$ cat config.mk
export PLATFORM = sky130hd
export DESIGN_NAME = core_timer
export DESIGN_NICKNAME = d
export VERILOG_FILES = /design/src/rtl/ctimer_pkg.sv /design/src/rtl/ctimer_regdec.sv /design/src/rtl/ctimer_split_reg.sv /design/src/rtl/ctimer_cmp.sv /design/src/rtl/core_timer.sv
export SDC_FILE = /design/constraint.sdc
export NUM_CORES = 1
export LEC_CHECK = 0
export BUFFER_PORTS_ARGS = -buffer_cell sky130_fd_sc_hd__buf_4
export CAP_MARGIN = 20
export CORE_MARGIN = 4
export CORE_UTILIZATION = 25
export CTS_CLUSTER_SIZE = 8
export DETAILED_ROUTE_END_ITERATION = 12
export SLEW_MARGIN = 20
export SYNTH_ARGS = -nofsm -noshare
export SYNTH_HDL_FRONTEND = slang
export SYNTH_SLANG_ARGS = --single-unit
export TNS_END_PERCENT = 100
$ cat constraint.sdc
create_clock -name clk -period 5.4 [get_ports clk]
set_input_delay 0.54 -clock clk [delete_from_list [all_inputs] [get_ports clk]]
set_output_delay 0.54 -clock clk [all_outputs]
set_load 0.05 [all_outputs]
$ cat src/rtl/ctimer_pkg.sv
// Package: shared offsets and register-select type for the core-local timer.
// Assumes a byte-addressed window of at least 16 address bits.
package ctimer_pkg;

    localparam logic [15:0] OFS_SOFT    = 16'h0000;
    localparam logic [15:0] OFS_CMP_LO  = 16'h4000;
    localparam logic [15:0] OFS_CMP_HI  = 16'h4004;
    localparam logic [15:0] OFS_TIME_LO = 16'hBFF8;
    localparam logic [15:0] OFS_TIME_HI = 16'hBFFC;
    localparam logic [15:0] OFS_LAST    = 16'hBFFF;

    typedef enum logic [2:0] {
        SEL_NONE,
        SEL_SOFT,
        SEL_CMP_LO,
        SEL_CMP_HI,
        SEL_TIME_LO,
        SEL_TIME_HI
    } ctimer_sel_e;

endpackage

$ cat src/rtl/ctimer_regdec.sv
// Module: address decoder for the timer window.
// Maps a byte offset to a register select. Offsets beyond the window, and
// offsets that match no register exactly, select nothing.
module ctimer_regdec
    import ctimer_pkg::*;
#(
    parameter int ADDR_W = 16
) (
    input  logic [ADDR_W-1:0] addr,
    output ctimer_sel_e       sel
);

    localparam logic [ADDR_W-1:0] LAST_A = ADDR_W'(OFS_LAST);

    // Decode the offset to one register, or to none.
    always_comb begin
        sel = SEL_NONE;
        if (addr <= LAST_A) begin
            if (addr == ADDR_W'(OFS_SOFT))         sel = SEL_SOFT;
            else if (addr == ADDR_W'(OFS_CMP_LO))  sel = SEL_CMP_LO;
            else if (addr == ADDR_W'(OFS_CMP_HI))  sel = SEL_CMP_HI;
            else if (addr == ADDR_W'(OFS_TIME_LO)) sel = SEL_TIME_LO;
            else if (addr == ADDR_W'(OFS_TIME_HI)) sel = SEL_TIME_HI;
        end
    end

endmodule

$ cat src/rtl/ctimer_split_reg.sv
// Module: wide register written in equal-width slices, with optional increment.
// A slice write replaces only that slice and suppresses the increment for
// that clock. With COUNT set, the whole value increments when inc is high
// and no slice is written.
module ctimer_split_reg #(
    parameter int          HALF_W = 32,
    parameter int          NHALF  = 2,
    parameter bit          COUNT  = 1'b0,
    parameter logic [HALF_W*NHALF-1:0] RST_VAL = '0
) (
    input  logic                      clk,
    input  logic                      rst_n,
    input  logic                      inc,
    input  logic [NHALF-1:0]          wr_half,
    input  logic [HALF_W-1:0]         wdata,
    output logic [HALF_W*NHALF-1:0]   value
);

    localparam int FULL_W = HALF_W * NHALF;

    logic [FULL_W-1:0] val_q;
    logic [FULL_W-1:0] val_d;
    logic [FULL_W-1:0] bumped;

    // Select the incremented or held value per the COUNT variant.
    generate
        if (COUNT) begin : g_count
            assign bumped = inc ? (val_q + FULL_W'(1)) : val_q;
        end else begin : g_hold
            assign bumped = val_q;
        end
    endgenerate

    // Replace written slices; otherwise take the bumped value.
    generate
        for (genvar h = 0; h < NHALF; h++) begin : g_half
            always_comb begin
                if (|wr_half)
                    val_d[h*HALF_W +: HALF_W] = wr_half[h] ? wdata
                                                           : val_q[h*HALF_W +: HALF_W];
                else
                    val_d[h*HALF_W +: HALF_W] = bumped[h*HALF_W +: HALF_W];
            end
        end
    endgenerate

    // Register state with synchronous reset.
    always_ff @(posedge clk) begin
        if (!rst_n) val_q <= RST_VAL;
        else        val_q <= val_d;
    end

    assign value = val_q;

endmodule

$ cat src/rtl/ctimer_cmp.sv
// Module: unsigned magnitude compare giving the interrupt level.
// Assumes both operands are unsigned and of equal width.
module ctimer_cmp #(
    parameter int W = 64
) (
    input  logic [W-1:0] now_val,
    input  logic [W-1:0] limit_val,
    output logic         reached
);

    // High whenever the count has reached or passed the limit.
    always_comb reached = (now_val >= limit_val);

endmodule

$ cat src/rtl/core_timer.sv
// Module: core-local machine timer, top level.
// Holds a 64-bit time count and a 64-bit compare value, both reachable as
// 32-bit halves, and drives a level interrupt while time >= compare.
// Assumes one outstanding access per clock and combinational read data.
module core_timer
    import ctimer_pkg::*;
#(
    parameter int ADDR_W = 16,
    parameter int DATA_W = 32
) (
    input  logic              clk,
    input  logic              rst_n,
    input  logic              tick_en,
    input  logic [ADDR_W-1:0] bus_addr,
    input  logic              bus_we,
    input  logic [DATA_W-1:0] bus_wdata,
    output logic [DATA_W-1:0] bus_rdata,
    output logic              timer_irq
);

    localparam int WIDE_W = 2 * DATA_W;

    ctimer_sel_e        sel;
    logic [1:0]         time_wr;
    logic [1:0]         cmp_wr;
    logic [WIDE_W-1:0]  time_q;
    logic [WIDE_W-1:0]  cmp_q;

    ctimer_regdec #(.ADDR_W(ADDR_W)) u_dec (
        .addr (bus_addr),
        .sel  (sel)
    );

    // Turn the select and write strobe into per-half write enables.
    always_comb begin
        time_wr = 2'b00;
        cmp_wr  = 2'b00;
        if (bus_we) begin
            time_wr[0] = (sel == SEL_TIME_LO);
            time_wr[1] = (sel == SEL_TIME_HI);
            cmp_wr[0]  = (sel == SEL_CMP_LO);
            cmp_wr[1]  = (sel == SEL_CMP_HI);
        end
    end

    ctimer_split_reg #(
        .HALF_W (DATA_W),
        .NHALF  (2),
        .COUNT  (1'b1),
        .RST_VAL('0)
    ) u_time (
        .clk    (clk),
        .rst_n  (rst_n),
        .inc    (tick_en),
        .wr_half(time_wr),
        .wdata  (bus_wdata),
        .value  (time_q)
    );

    ctimer_split_reg #(
        .HALF_W (DATA_W),
        .NHALF  (2),
        .COUNT  (1'b0),
        .RST_VAL('1)
    ) u_cmp (
        .clk    (clk),
        .rst_n  (rst_n),
        .inc    (1'b0),
        .wr_half(cmp_wr),
        .wdata  (bus_wdata),
        .value  (cmp_q)
    );

    ctimer_cmp #(.W(WIDE_W)) u_ge (
        .now_val  (time_q),
        .limit_val(cmp_q),
        .reached  (timer_irq)
    );

    // Return the selected half; the placeholder and unmapped offsets read 0.
    always_comb begin
        unique case (sel)
            SEL_CMP_LO:  bus_rdata = cmp_q[DATA_W-1:0];
            SEL_CMP_HI:  bus_rdata = cmp_q[WIDE_W-1:DATA_W];
            SEL_TIME_LO: bus_rdata = time_q[DATA_W-1:0];
            SEL_TIME_HI: bus_rdata = time_q[WIDE_W-1:DATA_W];
            default:     bus_rdata = '0;
        endcase
    end

endmodule

==> results.yml <==
placement:
  place.gp.congestion: 0.911
  dpl.hpwl_mm: 26.1
  preCtsSetupSlack_ns: 0.707
  port_buffers: 84
critical_path:
  rrSetupSlack_ns: 2.39
  r2r-start: "u_time.value[4]"
  endpoint_kind: "output pin"
  worstPathCellList: "ha_1 > nand3_1 > nor4_2 > nand4_1 > a2111oi_0 > a211oi_1 > o21ai_0 > buf_4"
  crit_type: "reg -> out"
  slowest_stage: "a2111oi_0"
  path_max_fanout: 8
  worstPathRequired_ns: 4.86
  ff2ff_path_depth: 6
  cp-start-kind: "flip-flop"
  cp_data_arrival_time_ns: 4.42
  slowest_delay_ns: 0.97
  timing.rr.end: "u_time.value[27]"
timing:
  setup_ws_ns: 0.438
  slew_headroom: 0.253
  setup_viol: 0
  setup_tns_ns: 0
  max_slew.worst_pin.slew_ns: 1.11
  fmax_mhz: 202
  slew_violations: 0
  hold_ws_ns: 0.363
  clock_skew_ns: 0.0100
  post-route-period-util: 0.919
  grt_setup_unrepaired: "no"
  finalCriticalPeriod_ns: 4.96
  hold_violations: 0
clock_network:
  cts_hold_buf: 0
  post_cts_buffers: 0
  cts-resized-gates: 0
  clk_latency_ns: 0.43
  clockRootBuffer: "clkbuf_16"
  clockBufferDepth: 2
  clk_pin_slew_ns: 0.06
  ctsHtreeMaxLevel: 4
  cts_tree: "built"
  cts.sinks: 128
  cts_buffers: 17
floorplan:
  die_h_um: 199
  row_count: 69
  start_util: 0.255
  die-width_um: 199
  core_um2: 35700
  die_area_um2: 39400
  ios: 85
grt:
  grt_pass1_wl_mm: 54.3
  antenna_found_initial: 1
  first_global_vias: 9132
  grt_max_degree: 56
  grt_util_all_layers: 0.176
  gr-total-overflow: 0
routing:
  firstDrtPassIters: 5
  vias: 9390
  ant_nets: 0
  drc: 0
  drt_iter0_drc: 1040
  wl_per_cell_um: 20.8
  routed_wl_mm: 35.3
  routed_via_density: 5.54
synth:
  yosysWarningCount: 0
  synth_seq_cells: 128
  synth_area_um2: 9080
  ys_seq_area_frac: 0.282
  synth_top_area_cell: "dfxtp_1"
  synth_area_leaders: "dfxtp_1, ha_1, nand2_1"
  synthCells: 1173
  synth_ff_type: "dfxtp_1"
  synth_nets: 1290
  netlist.area_leader.share: 0.282
  synth_edf_count: 0
  netlist_top_cells_count: "nand2_1, dfxtp_1, nor2_1, inv_1, o211ai_1"
  yosysUniqueCellTypes: 77
  synth.most_common_cell: "nand2_1"
  avgSynthCellArea_um2: 7.74
  async_flop_share: 0
run:
  maxCapViolations: 0
layout:
  layout.nets: 1337
  drive_above_1_share: 0.130
  syn_to_final_growth_pct: 17.6
power_and_ir_drop:
  power.leakage_uw: 0.00469
  power_density_nw_per_um2: 205
  peakVddDrop_mv: 0.213
worst_hold_path:
  min_from: "bus_wdata[3]"
  whs_path_depth: 3
  holdPathEnd: "u_cmp.value[3]"
  hold_path_class: "in -> reg"
status:
  status: "finished, final reports clean"
## where the power goes
part / switching [µW] / internal [µW] / total [µW]
combinational: 85.1 / 44.1 / 129
clock: 456 / 651 / 1110
sequential: 4.27 / 946 / 950
## critical path: cells and delay by family, from the launching register on
family	cells	cell delay (ns)
AOI/OAI and AO/OA	3	1.63
and+or+nand+nor	3	1.26
DFF	1	0.44
adders and majority gates	1	0.39
buffers and inverters	1	0.27
## layout make-up
class                   count  area, µm²
flip-flops and latches    128       2560
diodes                      1       2.50
inverters                  79        297
clock buffers              21        460
repair buffers            101        758
multi-input cells         893       5930
well taps                 461        577
clock inverters            11       90.1
fillers                  3847      25000
## cell families (layout without fill, tap and decap cells)
family | after synthesis | after routing | share of synthesized area
adder cells (fa/ha/maj) | 65 | 65 | 0.0896
buffers and inverters | 152 | 212 | 0.0678
multiplexers | 34 | 34 | 0.0375
other | 0 | 1 | 0
AO/OA/AOI/OAI | 334 | 334 | 0.261
flip-flops | 128 | 128 | 0.282
XOR/XNOR | 2 | 2 | 0.00193
AND/OR/NAND/NOR | 458 | 458 | 0.260
## state kept, by name, indices dropped and copies added (netlist names)
signal,cells
u_time.value,64
u_cmp.value,64
## per-stage QoR
step                      total power [µW]  utilization  cells  instance area, µm²
final                                 2190        0.300   1695               10700
after global routing                  2250        0.299   1694               10700
after CTS                             2190        0.299   1694               10700
after detailed placement              1100        0.284   1662               10100
after global placement                1100        0.284   1662               10100
after floorplan                       1020            -   1173                9080
## layout by cell type (no fill, tap or decap), drive strengths merged, types with 12 or more instances in the layout
| cell type | instances |
|---|---|
| nand2 | 143 |
| dfxtp | 128 |
| buf | 101 |
| nor2 | 95 |
| inv | 78 |
| o211ai | 68 |
| ha | 65 |
| a21oi | 59 |
| o21ai | 49 |
| nand3 | 47 |
| nand4 | 39 |
| nor3 | 35 |
| mux2i | 34 |
| a221o | 33 |
| nor4 | 25 |
| and3 | 22 |
| clkbuf | 21 |
| a31oi | 16 |
| a21o | 14 |
| and4 | 12 |
## worst max-delay path by stage
stage,slack [ns],cells after the start,to,from
final,0.44,8,timer_irq,u_time.value[38]
after global routing,0.34,8,timer_irq,u_time.value[38]
after CTS,0.24,8,timer_irq,u_time.value[38]
after detailed placement,0.71,8,timer_irq,u_time.value[38]
after global placement,0.73,8,timer_irq,u_time.value[38]
after floorplan,2.02,7,timer_irq,u_time.value[38]
## per-layer routing
metal / part of all wire / wire, µm / up-vias / GRT usage
met1: 0.44 / 15600 / 4462 / 0.235
met4: 0.019 / 655 / 0 / 0.0519
li1: - / - / 4524 / -
met2: 0.47 / 16400 / 363 / 0.286
met3: 0.074 / 2600 / 41 / 0.0371
met5: 0 / 0 / - / 0
(Power assumes the default switching activity.)
